[config.mk]
export PLATFORM = sky130hd
export DESIGN_NAME = nand_bank_if
export DESIGN_NICKNAME = d
export VERILOG_FILES = /design/src/rtl/nand_bank_pkg.sv /design/src/rtl/nand_ctrl_reg.sv /design/src/rtl/nand_addr_decode.sv /design/src/rtl/nand_we_seq.sv /design/src/rtl/nand_bank_if.sv
export SDC_FILE = /design/constraint.sdc
export NUM_CORES = 1
export LEC_CHECK = 0
export ABC_AREA = 1
export BUFFER_PORTS_ARGS = -buffer_cell sky130_fd_sc_hd__buf_2
export CAP_MARGIN = 5
export CORE_ASPECT_RATIO = 0.75
export CORE_MARGIN = 8
export CORE_UTILIZATION = 44
export DETAILED_ROUTE_END_ITERATION = 16
export HOLD_SLACK_MARGIN = 0.05
export PLACE_DENSITY = 0.83
export SYNTH_ARGS = -nofsm -noshare
export SYNTH_HDL_FRONTEND = slang
export SYNTH_SLANG_ARGS = --single-unit
[constraint.sdc]
create_clock -name clk -period 1.5 [get_ports clk]
set_clock_uncertainty 0.1 [all_clocks]
set_input_delay 0.3 -clock clk [delete_from_list [all_inputs] [get_ports clk]]
set_output_delay 0.3 -clock clk [all_outputs]
set_load 0.01 [all_outputs]
[src/rtl/nand_bank_pkg.sv]
// Shared types for the NAND bank interface.
// Assumes at most four banks so the control register fits one bus byte.
package nand_bank_pkg;
    typedef enum logic [1:0] {
        ST_IDLE  = 2'd0,
        ST_PULSE = 2'd1,
        ST_HOLD  = 2'd2,
        ST_DONE  = 2'd3
    } seq_state_t;

    typedef enum logic [1:0] {
        ROLE_DATA = 2'd0,
        ROLE_CMD  = 2'd1,
        ROLE_ADDR = 2'd2
    } byte_role_t;
endpackage

[src/rtl/nand_ctrl_reg.sv]
// Control register: even bit = bank enable, odd bit = bank assert.
// Drives active-low chip enables. Assumes 2*NB <= DATA_W.
module nand_ctrl_reg #(
    parameter int NB         = 4,
    parameter int ADDR_W     = 19,
    parameter int DATA_W     = 8,
    parameter int CTRL_OFF   = 'h50,
    parameter int DESEL_OFF  = 'h54
) (
    input  logic              clk,
    input  logic              rst_n,
    input  logic              wr_stb,
    input  logic [ADDR_W-1:0] wr_addr,
    input  logic [DATA_W-1:0] wr_data,
    output logic [2*NB-1:0]   ctrl_q,
    output logic [NB-1:0]     ce_n
);
    localparam int CW = 2 * NB;

    logic [CW-1:0] assert_mask;

    // Build the mask of all odd (assert) bits.
    for (genvar b = 0; b < NB; b++) begin : g_mask
        assign assert_mask[2*b]   = 1'b0;
        assign assert_mask[2*b+1] = 1'b1;
    end

    // Register update: full load or collective deselect.
    always_ff @(posedge clk) begin
        if (!rst_n) begin
            ctrl_q <= '0;
        end else if (wr_stb && wr_addr == ADDR_W'(CTRL_OFF)) begin
            ctrl_q <= wr_data[CW-1:0];
        end else if (wr_stb && wr_addr == ADDR_W'(DESEL_OFF)) begin
            ctrl_q <= ctrl_q & ~assert_mask;
        end
    end

    // A chip is selected only when both of its bits are set.
    for (genvar b = 0; b < NB; b++) begin : g_ce
        assign ce_n[b] = ~(ctrl_q[2*b] & ctrl_q[2*b+1]);
    end
endmodule

[src/rtl/nand_addr_decode.sv]
// Splits a memory address into bank and window offset, classifies the
// byte role from the offset, and looks up the bank's enable bit.
module nand_addr_decode
    import nand_bank_pkg::*;
#(
    parameter int NB       = 4,
    parameter int WIN_W    = 17,
    parameter int CMD_OFF  = 'h08000,
    parameter int ADDR_OFF = 'h10000,
    parameter int BANK_W   = (NB > 1) ? $clog2(NB) : 1,
    parameter int ADDR_W   = WIN_W + BANK_W
) (
    input  logic [ADDR_W-1:0] addr,
    input  logic [2*NB-1:0]   ctrl,
    output byte_role_t        role,
    output logic              bank_en
);
    logic [WIN_W-1:0]  offset;
    logic [BANK_W-1:0] bank;
    logic [NB-1:0]     en_vec;

    assign offset = addr[WIN_W-1:0];
    assign bank   = addr[ADDR_W-1:WIN_W];

    // Gather the enable bits into a per-bank vector.
    for (genvar b = 0; b < NB; b++) begin : g_en
        assign en_vec[b] = ctrl[2*b];
    end

    // Role from exact offset match; the two matches are exclusive.
    always_comb begin
        if (offset == WIN_W'(CMD_OFF))       role = ROLE_CMD;
        else if (offset == WIN_W'(ADDR_OFF)) role = ROLE_ADDR;
        else                                 role = ROLE_DATA;
    end

    // Enable lookup for the addressed bank.
    assign bank_en = en_vec[bank];
endmodule

[src/rtl/nand_we_seq.sv]
// Per-request sequencer: accepts one bus request, runs strobe and hold
// for memory writes, and pulses ready once. Assumes bus_valid is held
// until ready is seen.
module nand_we_seq
    import nand_bank_pkg::*;
#(
    parameter int DATA_W = 8,
    parameter int LEN_W  = 4
) (
    input  logic              clk,
    input  logic              rst_n,
    input  logic              bus_valid,
    input  logic              bus_space,
    input  logic              bank_en,
    input  byte_role_t        role_in,
    input  logic [DATA_W-1:0] wdata,
    input  logic [LEN_W-1:0]  we_len,
    input  logic [LEN_W-1:0]  hold_len,
    output logic              reg_wr_stb,
    output logic              bus_ready,
    output logic              we_n,
    output logic              cle,
    output logic              ale,
    output logic [DATA_W-1:0] io,
    output logic              err_sticky
);
    seq_state_t       state;
    byte_role_t       role_q;
    logic [LEN_W-1:0] cnt;
    logic [LEN_W-1:0] hold_q;
    logic             accept;

    assign accept     = (state == ST_IDLE) && bus_valid;
    assign reg_wr_stb = accept && !bus_space;

    // State, counters and latched cycle attributes.
    always_ff @(posedge clk) begin
        if (!rst_n) begin
            state      <= ST_IDLE;
            role_q     <= ROLE_DATA;
            cnt        <= '0;
            hold_q     <= '0;
            io         <= '0;
            err_sticky <= 1'b0;
        end else begin
            unique case (state)
                ST_IDLE: if (accept) begin
                    if (!bus_space) begin
                        state <= ST_DONE;
                    end else if (bank_en) begin
                        state  <= ST_PULSE;
                        role_q <= role_in;
                        io     <= wdata;
                        cnt    <= (we_len == '0) ? LEN_W'(1) : we_len;
                        hold_q <= hold_len;
                    end else begin
                        err_sticky <= 1'b1;
                        state      <= ST_DONE;
                    end
                end
                ST_PULSE: begin
                    if (cnt == LEN_W'(1)) begin
                        cnt   <= hold_q;
                        state <= (hold_q == '0) ? ST_DONE : ST_HOLD;
                    end else begin
                        cnt <= cnt - LEN_W'(1);
                    end
                end
                ST_HOLD: begin
                    if (cnt == LEN_W'(1)) state <= ST_DONE;
                    else                  cnt   <= cnt - LEN_W'(1);
                end
                ST_DONE: state <= ST_IDLE;
                default: state <= ST_IDLE;
            endcase
        end
    end

    // Pin drive derived from the registered state.
    always_comb begin
        we_n      = (state != ST_PULSE);
        cle       = (state == ST_PULSE || state == ST_HOLD) && role_q == ROLE_CMD;
        ale       = (state == ST_PULSE || state == ST_HOLD) && role_q == ROLE_ADDR;
        bus_ready = (state == ST_DONE);
    end
endmodule

[src/rtl/nand_bank_if.sv]
// Top: CPU byte bus to multi-bank NAND chip-select, CLE/ALE and strobe.
// Assumes NB <= 4 and a power-of-two bank count.
module nand_bank_if
    import nand_bank_pkg::*;
#(
    parameter int NB       = 4,
    parameter int WIN_W    = 17,
    parameter int DATA_W   = 8,
    parameter int LEN_W    = 4,
    parameter int BANK_W   = (NB > 1) ? $clog2(NB) : 1,
    parameter int ADDR_W   = WIN_W + BANK_W
) (
    input  logic              clk,
    input  logic              rst_n,
    input  logic              bus_valid,
    input  logic              bus_space,
    input  logic [ADDR_W-1:0] bus_addr,
    input  logic [DATA_W-1:0] bus_wdata,
    input  logic [LEN_W-1:0]  cfg_we_len,
    input  logic [LEN_W-1:0]  cfg_hold_len,
    output logic              bus_ready,
    output logic [2*NB-1:0]   ctrl_state,
    output logic [NB-1:0]     nand_ce_n,
    output logic              nand_cle,
    output logic              nand_ale,
    output logic              nand_we_n,
    output logic [DATA_W-1:0] nand_io,
    output logic              bank_err
);
    byte_role_t role;
    logic       bank_en;
    logic       reg_wr_stb;

    nand_ctrl_reg #(.NB(NB), .ADDR_W(ADDR_W), .DATA_W(DATA_W)) u_reg (
        .clk     (clk),
        .rst_n   (rst_n),
        .wr_stb  (reg_wr_stb),
        .wr_addr (bus_addr),
        .wr_data (bus_wdata),
        .ctrl_q  (ctrl_state),
        .ce_n    (nand_ce_n)
    );

    nand_addr_decode #(.NB(NB), .WIN_W(WIN_W), .BANK_W(BANK_W), .ADDR_W(ADDR_W)) u_dec (
        .addr    (bus_addr),
        .ctrl    (ctrl_state),
        .role    (role),
        .bank_en (bank_en)
    );

    nand_we_seq #(.DATA_W(DATA_W), .LEN_W(LEN_W)) u_seq (
        .clk        (clk),
        .rst_n      (rst_n),
        .bus_valid  (bus_valid),
        .bus_space  (bus_space),
        .bank_en    (bank_en),
        .role_in    (role),
        .wdata      (bus_wdata),
        .we_len     (cfg_we_len),
        .hold_len   (cfg_hold_len),
        .reg_wr_stb (reg_wr_stb),
        .bus_ready  (bus_ready),
        .we_n       (nand_we_n),
        .cle        (nand_cle),
        .ale        (nand_ale),
        .io         (nand_io),
        .err_sticky (bank_err)
    );
endmodule

## Word-level counts from Yosys, hierarchy flattened

Index checks and enable logic that the tools add are counted.

- Flip-flop bits (word level): 29
- Input port bits: 39
- Output and inout bits: 25
- Logic and storage cells: 73

- Add/subtract/negate cells: 1
- Order comparisons: 1
- Eq/ne operators: 17
- Mux-type cells: 20
- Bitwise gates (word level): 9
- Reduce and logical (&&, ||, !) cells: 17

Operator list:

| kind | count |
|---|---|
| $eq A19 B7 Y1 const B | 2 |
| $mux W4 | 6 |
| $eq A17 B16 Y1 const B | 1 |
| $eq A17 B17 Y1 const B | 1 |
| $mux W8 | 2 |
| $mux W2 | 7 |
| $pmux W4 S3 | 1 |
| $logic_not A4 Y1 | 2 |
| $ne A2 B1 Y1 const B | 4 |
| $pmux W2 S4 | 1 |
| $reduce_and A4 Y1 | 2 |
| $eq A2 B2 Y1 const B | 3 |
| $logic_and A1 B1 Y1 | 6 |
| $ne A2 B2 Y1 const B | 3 |
| $not A1 Y1 | 5 |
| $reduce_and A5 Y1 | 1 |
| $and A1 B1 Y1 | 4 |
| $eq A2 B1 Y1 const B | 2 |
| $eq A4 B1 Y1 const B | 1 |
| $sub A4 B1 Y4 const B | 1 |
| $lt A2 B3 Y1 const B | 1 |
| $reduce_and A3 Y1 | 1 |
| $reduce_bool A3 Y1 | 1 |
| $bmux W1 S2 | 1 |
| 5 further kinds | 6 |

## Longest topological paths before layout

Gate-level depths: netlist of the first run.

- Depth in word-level cells: 6
- Depth in mapped cells: 11
- Gate-level depth less buffers: 11

## Cells and area by module

From an unflattened synthesis of the first run, not the netlist that was laid out.

- Cells, all modules: 262
- Area total of the unflattened synthesis: 1740.4 um^2

Modules (own cells, without submodules):

| module | instances | cells each | area an instance (um^2) | sequential area each (um^2) |
|---|---|---|---|---|
| nand_we_seq | 1 | 166 | 1158.6 | 420.4 |
| nand_ctrl_reg | 1 | 70 | 474.2 | 160.2 |
| nand_addr_decode | 1 | 26 | 107.6 | 0.0 |

## Least setup slack after synthesis of the first run

OpenSTA, ideal clock, no wires.

- Path kind: register to register
- Start: register u_seq.state[0]
- End: register u_reg.ctrl_q[0]
- Setup time: 0.118 ns
- Arrival: 1.318 ns
- Data required time: 1.282 ns
- Setup slack: -0.036 ns
- Cell stages (with the launch flop): 8
- Path buffers: 0
- Clock period less this slack: 1.536 ns
- Cell sequence: dfxtp_1 > inv_1 > ha_1 > nand2_2 > nor3_1 > nand3_1 > nor3_1 > nor2_1

- Word-level cells in the longest chain between the ends: 5

RTL lines:

| what | RTL line | RTL |
|---|---|---|
| start, declared | nand_we_seq.sv:27 | `seq_state_t state;` |
| start signal, assigned | nand_we_seq.sv:64 | `state <= (hold_q == '0) ? ST_DONE : ST_HOLD;` |
| $logic_not A2 Y1 (*) | nand_we_seq.sv:33 | `assign accept = (state == ST_IDLE) && bus_valid;` |
| $logic_and A1 B1 Y1 (*) | nand_we_seq.sv:33 |  |
| $logic_and A1 B1 Y1 (*) | nand_we_seq.sv:34 | `assign reg_wr_stb = accept && !bus_space;` |
| $logic_and A1 B1 Y1 (*) | nand_ctrl_reg.sv:32 | `end else if (wr_stb && wr_addr == ADDR_W'(CTRL_OFF)) begin` |
| $mux W8 | nand_ctrl_reg.sv:32 |  |
| end signal, assigned | nand_ctrl_reg.sv:33 | `ctrl_q <= wr_data[CW-1:0];` |
| end signal, assigned | nand_ctrl_reg.sv:35 | `ctrl_q <= ctrl_q & ~assert_mask;` |
| end, declared | nand_ctrl_reg.sv:15 | `output logic [2*NB-1:0] ctrl_q,` |

Mark *: on every way between the ends. The rest lies on a longest branch, timed or not.
A chain may end at the register's enable or synchronous reset.

## Final worst setup path of the first run

- Start: register u_seq.state[1]
- End: output port nand_cle

- Word-level cells in the longest chain between the ends: 3
- Elaborated cells on any way between the ends: 4
- Those cells by class: 2 x eq/ne; 2 x reduce/logical

RTL lines:

| what | RTL line | RTL |
|---|---|---|
| $eq A2 B1 Y1 or $eq A2 B2 Y1 (tied branches) | nand_we_seq.sv:82 | `cle = (state == ST_PULSE \|\| state == ST_HOLD) && role_q == ROLE_CMD;` |
| $logic_or A1 B1 Y1 (*) | nand_we_seq.sv:82 |  |
| $logic_and A1 B1 Y1 (*) | nand_we_seq.sv:82 |  |
| end, declared | nand_bank_if.sv:24 | `output logic nand_cle,` |

Marked as above.

==> results of run 1 <==
## worst max path at each step
stage / startpoint / to / slack (ns) / cells after the start
3_3_place_gp: u_seq.state[1]$_SDFFE_PN0P_ / u_reg.ctrl_q[0]$_SDFFE_PN0N_ / 0.02 / 8
6_report: u_seq.state[1]$_SDFFE_PN0P_ / nand_cle / -0.13 / 5
2_1_floorplan: u_seq.state[1]$_SDFFE_PN0P_ / u_reg.ctrl_q[0]$_SDFFE_PN0N_ / 0.03 / 7
5_1_grt: u_seq.state[1]$_SDFFE_PN0P_ / nand_cle / -0.21 / 5
4_1_cts: u_seq.state[1]$_SDFFE_PN0P_ / nand_ale / -0.11 / 5
3_5_place_dp: u_seq.state[1]$_SDFFE_PN0P_ / u_reg.ctrl_q[0]$_SDFFE_PN0N_ / -0.007 / 8
## metrics by stage
stage	hold slack, ns	util (%)	power, W
floorplan	0.334	-	0.00177
global placement	0.350	59.2	0.00221
detailed placement	0.359	59.2	0.00224
CTS	0.159	63.3	0.00302
global route	0.174	73.0	0.00370
finish	0.157	73.0	0.00349
## cell usage in the layout (no fill, tap or decap), types with 2 or more instances in the layout
master and instances:
nand2_4 7, buf_4 19, o21ai_0 4, dfxtp_2 2
nand4_1 5, a21oi_2 10, a21oi_1 14, nor2_4 4
nor2_1 27, buf_2 61, dfxtp_1 27, nand3_1 11
o21ai_2 3, nand2_2 11, nor2_2 3, nor3_2 6
inv_1 16, inv_2 7, nand2_1 61, o21ai_1 3
clkbuf_8 6, ha_1 2, nand3_2 4, ha_4 4
buf_6 10, inv_4 3, nor3_1 2
## power by group
group	switching, W	internal (W)	leakage [nW]
combinational	0.00104	0.000875	0.930
clock	0.000309	0.000362	0.0433
sequential	0.0000567	0.000850	0.236
## timing repair
action	CTS	global route
gates cloned	0	2
gates resized for setup	13	78
pin swaps	4	24
buffers inserted	2	7
endpoints found under the setup margin	11	27
## sequential cells by signal, summed over array words and instances (netlist names)
name              count
u_seq.role_q          2
u_reg.ctrl_q          8
u_seq.io              8
u_seq.hold_q          4
u_seq.err_sticky      1
u_seq.cnt             4
u_seq.state           2
## cell type report
| class | count | area share (%) |
|---|---|---|
| clock buffer | 6 | 3.13 |
| clock inverter | 1 | 0.284 |
| inverter | 27 | 4.31 |
| multi-input combinational | 189 | 44.7 |
| sequential | 29 | 22.1 |
| tap | 52 | 2.47 |
| timing repair buffer | 92 | 22.8 |
| timing repair inverter | 1 | 0.237 |
## worst max-delay path: cells and delay by family, from the launching register on
kind / cells / cell delay (ns)
fa+ha+maj: 1 / 0.29
buf+inv: 2 / 0.19
flops: 1 / 0.33
simple gates: 2 / 0.14
## kinds of logic after synthesis
family	Yosys count	share of synthesized area, %
adder cells (fa/ha/maj)	7	5.36
flip-flops	29	35.6
AND/OR/NAND/NOR	144	38.9
XOR/XNOR	1	0.536
buffers and inverters	31	7.89
AO/OA/AOI/OAI	37	11.8
## per-layer routing
layer | wire length (um) | share of wire, % | track usage [%]
met5 | 0 | 0 | 0
met2 | 2640 | 46 | 27.9
met3 | 466 | 8.0 | 4.62
met1 | 2640 | 45 | 21.4
met4 | 55 | 0.95 | 7.26
==> impl_results.md, run 1 <==
- Die footprint: 0.00594 sq mm
- Status: finished with violations
- Main synth FF type: dfxtp_1
- Cell Area, Synth: ~0.0016 sq mm
- Setup crit start kind: register
- RSZ-0062 raised after global routing: true
- Initial Utilization: approximately 45%
- Asr flop ratio synth: 0%
- Hpwl dp: a little under 4000 um
- Slew Limit Headroom: between 80% and 90%
- Clock transition at the registers of the reported paths: 0.07 ns
- Largest net degree at the start of global routing: 14
- IO buf count: 63
- Layout cell share with drive strength beyond 1: 49.3%
- Gr usage total: approximately 17%
- Num ports: between 60 and 70
- Static Leak: 1.21 nW
- Total gr overflow: 0
- Total CTS buffers: 5
- TritonCTS clock tree: built
- Nets: 391
- Register area: ~580 sq um
- Hold Path End: u_reg.ctrl_q[6]$_SDFFE_PN0N_
- Core area: between 0.003 and 0.004 sq mm
- Cell variety after synth: 27
- Synth warn: 0
- Reg2reg setup slack: -0.10 ns
- Final setup viols: 20
- Vias per inst: roughly 5.1
- Die H: between 60 and 70 um
- Syn_nets: around 300
- Worst setup margin: -0.126 ns
- Max Clk Rate: 615 MHz
- Synth area leader: dfxtp_1
- #FFs+latches synth: 29
- Root Driver: clkbuf_8
- Initial drt markers: 165
- CP required: about 1.1 ns
- Avg Inst Size Synth: around 6.6 sq um
- Fill cell count: roughly 270
- Hold-fix buffers, CTS: 0
- Area contributors post-synth: dfxtp_1, nand2_1, a21oi_1
- Share of the synthesized area in the top cell type: 35.6%
- Failing checks: negative setup slack
- DR DRC count: 0
- Post-Route WL: a little under 6000 um
- CP max FO: 4
- Wire length per cell: 14.6 um
- CP max-delay cell: dfxtp_2
- Sequential fraction of the synthesis area: around 36%
- Detailed Routing Iterations Pass 1: 4
- Tightest Pin Transition: ~0.28 ns
- Reg2reg path depth: 9
- Min-Delay Path Class: in2reg
- Power Dens Cells: 1320 mW/mm^2
- Antenna Cells: 0
- Initial antenna violation count: 0
- Final Instance Area: approximately 0.0026 sq mm
- Gpl congestion: about 0.89
- CTS Buffer Depth: 2
- Post-synth EDFFs: 0
- HP Start: bus_wdata[6]
- Worst-Skew Late Latency: approximately 0.29 ns
- Final min period: approximately 1.6 ns
- P&R area growth vs syn: 61.6%
- Floorplan row count: 19
- Post-DRT Antenna Nets: 0
- Clock Sinks: 29
- Slowest cell delay on critical path: approximately 0.33 ns
- Vias in the first global route: 1880
- Worst path cell trace: inv_2, ha_4, nand2_1, nor2_1, buf_2
- Peak supply drop: between 0.8 and 0.9 mV
- Worst Hold Depth: 3
- Fin crit share: 108%
- Max-cap viol count: 0
- Die width: roughly 86 um
- Pre-CTS worst setup slack: -0.00655 ns
- R2R Path End: u_reg.ctrl_q[7]$_SDFFE_PN0P_
- Routed vias: ~2000
- Footprint of the multi-input gates: 0.00118 sq mm
- Top-count cell post-synth: nand2_1
- H-tree depth: 2
- WS Path Type: reg2out
- Setup_tns: -1.15 ns
- Global-route wire length before repair: ~8200 um
- Non-filler cells, final: 397
- Most common library cells after synthesis: nand2_1, nor2_1, dfxtp_1
- Final hold viol count: 0
- Worst Path Arrival: about 1.2 ns
- Crit end category: output port
- Post-Synthesis Cells: between 200 and 250
- Slew Viols, Final: 0
- R2R Path Start: u_seq.state[1]$_SDFFE_PN0P_
- Dpl cells: roughly 380
- Placed instance area: 0.00214 sq mm
(Power assumes the default switching activity.)
==> run 2: changes to the inputs <==
==> constraint.sdc (replaced) <==
create_clock -name clk -period 1.3 [get_ports clk]
set_clock_uncertainty 0.1 [all_clocks]
set_input_delay 0.26 -clock clk [delete_from_list [all_inputs] [get_ports clk]]
set_output_delay 0.26 -clock clk [all_outputs]
set_load 0.01 [all_outputs]
==> run 2 against run 1 <==
Against the previous run: clock power grew 19%; the run still ends with negative setup slack left; via count grew 3.9%; die area is the same; wire length grew 13%; critical path depth grew 3; global-route usage grew 3.3 points; critical path type is now reg2reg; setup slack lost 0.18 ns.
==> impl_results.md, run 2 (synthesized netlist as in run 1, its figures left out) <==
- Switching power total: 0.00177 W (+26%)
- Worst-Skew Late Latency: 0.28 ns (about the same)
- Most frequent cells in the layout: buf_2, nand2_1, nor2_1
- Commonest non-fill, non-tap cell in the layout: buf_2
- Max Clk Rate: ~620 MHz
- Clock power share: 18.7% (-0.5 points)
- CP max FO: 8 (+4)
- Max-cap viol count: 0 (unchanged)
- IO buf count: 63 (unchanged)
- Final setup viols: 33 (+65%)
- Worst Path Arrival: 1.67 ns (+0.44 ns)
- Power Dens Cells: 1500 mW/mm^2 (+13%)
- Static Leak: 1.27 nW (+5.1%)
- Non-filler cells, final: 402 (+1.3%)
- Gate power share: 56.5% (+1.7 points)
- Die width: 86.3 um (unchanged)
- Vias per inst: 5.26 (+2.6%)
- Reg2reg path depth: 8 (-1)
- Peak supply drop: 1.02 mV (+26%)
- Tightest Pin Transition: 0.271 ns (-0.0124 ns)
- Post-Route WL: 6560 um (+13%)
- Floorplan row count: 19 (unchanged)
- H-tree depth: 2 (unchanged)
- Detailed Routing Iterations Pass 1: 4 (unchanged)
- Gpl congestion: 0.883 (-0.66%)
- Setup crit start kind: register
- Total gr overflow: 0 (unchanged)
- P&R area growth vs syn: 74.5%
- Top Registers: u_reg.ctrl_q: 8 flops, u_seq.io: 8 flops
- P_int: 0.00249 W (+19%)
- RSZ-0062 raised after global routing: true
- Slew Viols, Final: 0 (unchanged)
- Layout cell share with drive strength beyond 1: 58.6% (+9.3 points)
- Hold Path End: u_reg.ctrl_q[0]$_SDFFE_PN0N_
- Routed vias: 2114 (+3.9%)
- CTS Buffer Depth: 2 (unchanged)
- Final hold viol count: 0 (unchanged)
- Fin crit share: 123%
- Die footprint: 0.00594 sq mm (unchanged)
- CP required: 1.37 ns (+0.27 ns)
- Slew Limit Headroom: 81.9% (+0.78 points)
- R2R Path Start: u_seq.state[0]$_SDFFE_PN0P_
- Sw frac: 41.6% (+1.4 points)
- TritonCTS clock tree: built
- Initial drt markers: 226 (+37%)
- Status: finished with violations
- Global-route wire length before repair: 9510 um (+16%)
- Failing checks: negative setup slack
- HP Start: bus_wdata[0]
- Dpl cells: 382 (+0.79%)
- Final min period: 1.60 ns
- Reg2reg setup slack: -0.30 ns (-0.20 ns)
- Gr usage total: 20.5% (+3.3 points)
- Worst setup margin: -0.302 ns (-0.176 ns)
- Initial Utilization: 45.2% (unchanged)
- Die H: 68.8 um (unchanged)
- Sequential Power Share: 24.8% (-1.2 points)
- Min-Delay Path Class: in2reg
- Wire length per cell: 16.3 um (+12%)
- WS Path Type: reg2reg
- Antenna Cells: 0 (unchanged)
- Root Driver: clkbuf_8
- Clock Sinks: 29 (unchanged)
- Vias in the first global route: 2016 (+7.2%)
- Final Power: 0.00426 W (+22%)
- Largest net degree at the start of global routing: 12 (-2)
- Num ports: 64 (unchanged)
- Crit end category: register
- Pre-CTS worst setup slack: -0.165 ns (-0.159 ns)
- DR DRC count: 0 (unchanged)
- Hpwl dp: 3940 um (+1.8%)
- Fill cell count: 240 (-10%)
- Nets: 395 (+1.0%)
- Initial antenna violation count: 0 (unchanged)
- Post-DRT Antenna Nets: 0 (unchanged)
- Core area: 0.00361 sq mm (unchanged)
- Worst Hold Depth: 3 (unchanged)
- Clock transition at the registers of the reported paths: 0.07 ns (about the same)
- R2R Path End: u_seq.hold_q[0]$_SDFFE_PN0P_
- Total CTS buffers: 5 (unchanged)
[run 2: cell count changes in the layout (fill, tap and decap cells not counted), moves of 4 or more]
cell and change:
nand2_1 -13, nand2_2 +7, a21oi_1 -6, a21oi_2 +6, nand2_4 +6, dfxtp_1 -4, dfxtp_2 +4
[run 2: worst max-delay path by stage]
stage	slack (ns)	end	startpoint
floorplan	-0.03	u_seq.io[1]$_SDFFE_PN0P_	u_seq.state[1]$_SDFFE_PN0P_
global placement	-0.14	u_reg.ctrl_q[3]$_SDFFE_PN0P_	bus_addr[13]
detailed placement	-0.17	u_reg.ctrl_q[2]$_SDFFE_PN0N_	bus_addr[13]
CTS	-0.27	nand_cle	u_seq.state[1]$_SDFFE_PN0P_
global route	-0.38	u_seq.role_q[0]$_SDFFE_PN0P_	u_seq.state[0]$_SDFFE_PN0P_
finish	-0.30	u_seq.hold_q[0]$_SDFFE_PN0P_	u_seq.state[0]$_SDFFE_PN0P_
[run 2: power groups by stage]
stage | Combinational (W) | Clock, W | Sequential (W)
after floorplan | 0.00104 | 0 | 0.00107
after global placement | 0.00155 | 0 | 0.00105
after detailed placement | 0.00159 | 0 | 0.00106
after CTS | 0.00193 | 0.000787 | 0.00105
after global routing | 0.00259 | 0.000845 | 0.00106
final | 0.00241 | 0.000799 | 0.00106
[run 2: cell type report]
cell class,instances,area (sq um),area share [%]
multi-input combinational,189,1330,46.6
timing repair buffer,96,651,22.8
sequential,29,588,20.6
inverter,27,114,4.00
clock buffer,6,82.6,2.90
tap,52,65.1,2.28
clock inverter,2,13.8,0.483
timing repair inverter,1,8.76,0.307
[run 2: critical path: stages, from the launching register on]
cell	delay (ns)
dfxtp_2	0.34
inv_2	0.09
ha_4	0.17
nand2_4	0.08
nor2_4	0.13
nand3_4	0.19
buf_12	0.22
o21ai_2	0.11
a21oi_1	0.05
[run 2: what timing repair did]
action | 4_1_cts | 5_1_grt
endpoints found under the setup margin | 33 | 35
resized for setup | 62 | 58
setup buffers | 6 | 5
cloned | 2 | 0
hold buffers | 0 | 0
pin swaps | 25 | 23
[run 2: metal layers]
metal	wire (um)	track usage, %
met2	3080	33.8
met4	136	7.26
met5	0	0
met3	701	7.34
met1	2650	24.6
[run 2: per-stage QoR]
stage | TNS, ns | utilization, % | hold slack [ns] | area, sq um
after global placement | -2.03 | 61.4 | 0.363 | 2220
final | -7.33 | 78.8 | 0.144 | 2850
after global routing | -9.18 | 78.8 | 0.145 | 2850
after floorplan | -0.408 | - | 0.286 | 1700
after detailed placement | -3.30 | 61.4 | 0.357 | 2220
after CTS | -5.02 | 72.1 | 0.134 | 2600
==> run 3: changes to the inputs <==
--- a/config.mk
+++ b/config.mk
@@ -10,10 +10,10 @@
 export CAP_MARGIN = 5
 export CORE_ASPECT_RATIO = 0.75
 export CORE_MARGIN = 8
-export CORE_UTILIZATION = 44
+export CORE_UTILIZATION = 45
 export DETAILED_ROUTE_END_ITERATION = 16
 export HOLD_SLACK_MARGIN = 0.05
-export PLACE_DENSITY = 0.83
+export PLACE_DENSITY = 0.82
 export SYNTH_ARGS = -nofsm -noshare
 export SYNTH_HDL_FRONTEND = slang
 export SYNTH_SLANG_ARGS = --single-unit
==> constraint.sdc (replaced) <==
create_clock -name clk -period 1.5 [get_ports clk]
set_clock_uncertainty 0.1 [all_clocks]
set_input_delay 0.3 -clock clk [delete_from_list [all_inputs] [get_ports clk]]
set_output_delay 0.3 -clock clk [all_outputs]
set_load 0.01 [all_outputs]
==> run 3 against run 2 <==
Against the previous run: the run still ends with negative setup slack left; critical path depth shrank 3; register-to-register slack gained 0.14 ns; clock power shrank 10%; sequential power shrank 13%; core utilization shrank 3.7 points; largest power group unchanged.
==> impl_results.md, run 3 (synthesized netlist as in run 1, its figures left out) <==
- CTS Buffer Depth: 2 (unchanged)
- Initial Utilization: 45.8% (+0.60 points)
- Layout cell share with drive strength beyond 1: 53.8% (-4.8 points)
- Fin Hold WS: 0.176 ns (+0.0319 ns)
- Crit end category: output port
- Total CTS buffers: 5 (unchanged)
- Worst-Skew Late Latency: 0.28 ns (about the same)
- Static Leak: 1.24 nW (-2.5%)
- Worst Path Arrival: 1.27 ns (-0.40 ns)
- Clock transition at the registers of the reported paths: 0.07 ns (about the same)
- Buf/Inv on CP: 2 (unchanged)
- Commonest non-fill, non-tap cell in the layout: buf_2
- WS Path Type: reg2out
- Reg2reg setup slack: -0.16 ns (+0.14 ns)
- Switching power total: 0.00152 W (-14%)
- R2R Path End: u_seq.state[0]$_SDFFE_PN0P_
- Detailed Routing Iterations Pass 1: 4 (unchanged)
- HP Start: cfg_hold_len[3]
- Initial antenna violation count: 0 (unchanged)
- Wire length per cell: 17.0 um (+3.8%)
- Most frequent cells in the layout: buf_2, nand2_1, dfxtp_1
- CP max-delay cell: dfxtp_2
- Vias in the first global route: 1868 (-7.3%)
- Pre-CTS worst setup slack: -0.0179 ns (+0.147 ns)
- Status: finished with violations
- Slew Viols, Final: 0 (unchanged)
- Vias per inst: 5.49 (+4.5%)
- Core area: 0.00357 sq mm (-1.3%)
- Gr usage total: 17.6% (-2.9 points)
- Hold Path End: u_seq.hold_q[3]$_SDFFE_PN0P_
- TritonCTS clock tree: built
- IO buf count: 63 (unchanged)
- Worst setup margin: -0.172 ns (+0.130 ns)
- CP max FO: 4 (-4)
- Total gr overflow: 0 (unchanged)
- Routed vias: 2121 (+0.33%)
- Hold-fix buffers, CTS: 0 (unchanged)
- DR DRC count: 0 (unchanged)
- CP required: 1.10 ns (-0.27 ns)
- Final setup viols: 25 (-24%)
- P_int: 0.00213 W (-14%)
- Max-cap viol count: 0 (unchanged)
- Peak supply drop: 0.935 mV (-8.2%)
- Num ports: 64 (unchanged)
- Nets: 389 (-1.5%)
- Sequential Power Share: 25.1% (+0.3 points)
- Non-filler cells, final: 386 (-4.0%)
- H-tree depth: 2 (unchanged)
- Final Instance Area: 0.00268 sq mm (-5.9%)
- Hpwl dp: 3740 um (-5.1%)
- Largest net degree at the start of global routing: 15 (+3)
- R2R Path Start: u_seq.state[0]$_SDFFE_PN0P_
- Dpl cells: 363 (-5.0%)
- Fin crit share: 111%
- Worst Hold Depth: 3 (unchanged)
- Placed instance area: 0.00208 sq mm (-6.1%)
- Gate power share: 55.2% (-1.3 points)
- Reg2reg path depth: 9 (+1)
- Top Registers: u_reg.ctrl_q: 8 flops, u_seq.io: 8 flops
- Post-DRT Antenna Nets: 0 (unchanged)
- Slew Limit Headroom: 84.7% (+2.8 points)
- Gpl congestion: 0.910 (+3.0%)
- Die width: 85.6 um (-0.91%)
- Post-Route WL: 6540 um (-0.30%)
- Die footprint: 0.00583 sq mm (-1.8%)
- Slowest cell delay on critical path: 0.35 ns (about the same)
- Power Dens Cells: 1360 mW/mm^2 (-9.0%)
- Tightest Pin Transition: 0.229 ns (-0.0422 ns)
- Global-route wire length before repair: 8220 um (-14%)
- Floorplan row count: 19 (unchanged)
- Setup_tns: -1.54 ns (+5.79 ns)
- Crit path max-delay family: flip-flops
- Min-Delay Path Class: in2reg
- Die H: 68.2 um (-0.86%)
- Clock Sinks: 29 (unchanged)
- Setup crit start kind: register
- Worst path cell trace: inv_2, ha_4, nand2_2, nor2_2, buf_2
- Initial drt markers: 313 (+38%)
- Root Driver: clkbuf_8
- Failing checks: negative setup slack
- P&R area growth vs syn: 64.2%
- Final min period: 1.67 ns
- Antenna Cells: 0 (unchanged)
- Max Clk Rate: about 600 MHz
- Final hold viol count: 0 (unchanged)
- Clock power share: 19.7% (+1.0 points)
- Sw frac: 41.7% (+0.10 points)
- RSZ-0062 raised after global routing: true
## run 3: changes by cell type in the layout (fill, tap and decap cells not counted), moves of 2 or more
cell	change
buf_12	-2
a21oi_1	+3
a21oi_2	-3
buf_6	-5
nand2_1	+4
dfxtp_1	+3
nand2_4	-3
inv_6	-2
dfxtp_2	-3
## run 3: per-layer routing
layer	vias to the layer above	wire (um)	GRT usage (%)
met5	-	0	0
met4	0	210	5.87
met3	27	657	6.24
met2	137	3020	28.6
met1	966	2660	21.5
li1	991	-	-
## run 3: how the worst max path moves through the flow
| stage | slack (ns) | to | depth (start not counted) | startpoint |
|---|---|---|---|---|
| after floorplan | 0.03 | u_reg.ctrl_q[0]$_SDFFE_PN0N_ | 7 | u_seq.state[1]$_SDFFE_PN0P_ |
| after global placement | -0.01 | u_seq.cnt[2]$_SDFFE_PN0P_ | 9 | u_seq.cnt[1]$_SDFFE_PN0P_ |
| after detailed placement | -0.02 | u_seq.state[0]$_SDFFE_PN0P_ | 9 | u_seq.state[1]$_SDFFE_PN0P_ |
| after CTS | -0.14 | nand_ale | 5 | u_seq.state[1]$_SDFFE_PN0P_ |
| after global routing | -0.22 | nand_cle | 5 | u_seq.state[0]$_SDFFE_PN0P_ |
| final | -0.17 | nand_cle | 5 | u_seq.state[0]$_SDFFE_PN0P_ |
## run 3: timing repair
item / CTS / global route
setup endpoints to repair: 10 / 32
cloned: 0 / 2
pin swaps: 9 / 40
buffers inserted: 5 / 9
resized for setup: 16 / 93
## run 3: area by class of cell
cell class,instances,area (sq um)
repair inverters,1,6.26
fillers,243,885
clock inverters,1,5.00
multi-input cells,189,1250
repair buffers,90,564
flip-flops and latches,29,584
inverters,27,119
well taps,42,52.6
clock buffers,7,96.3
## run 3: power groups by stage
stage | logic, W | registers, W | clock network, W
2_1_floorplan | 0.000849 | 0.000916 | 0
3_3_place_gp | 0.00122 | 0.000905 | 0
3_5_place_dp | 0.00124 | 0.000906 | 0
4_1_cts | 0.00140 | 0.000894 | 0.000720
5_1_grt | 0.00213 | 0.000921 | 0.000760
6_report | 0.00202 | 0.000917 | 0.000718
## run 3: tightest hold or removal path: stages
cell     delay (ns)
buf_2          0.09
nand2_1        0.05
a21oi_1        0.05
## run 3: per-stage QoR
| step | utilization [%] | total power [W] |
|---|---|---|
| after CTS | 63.6 | 0.00301 |
| after global placement | 58.4 | 0.00212 |
| after floorplan | - | 0.00177 |
| final | 75.2 | 0.00365 |
| after global routing | 75.2 | 0.00381 |
| after detailed placement | 58.4 | 0.00214 |
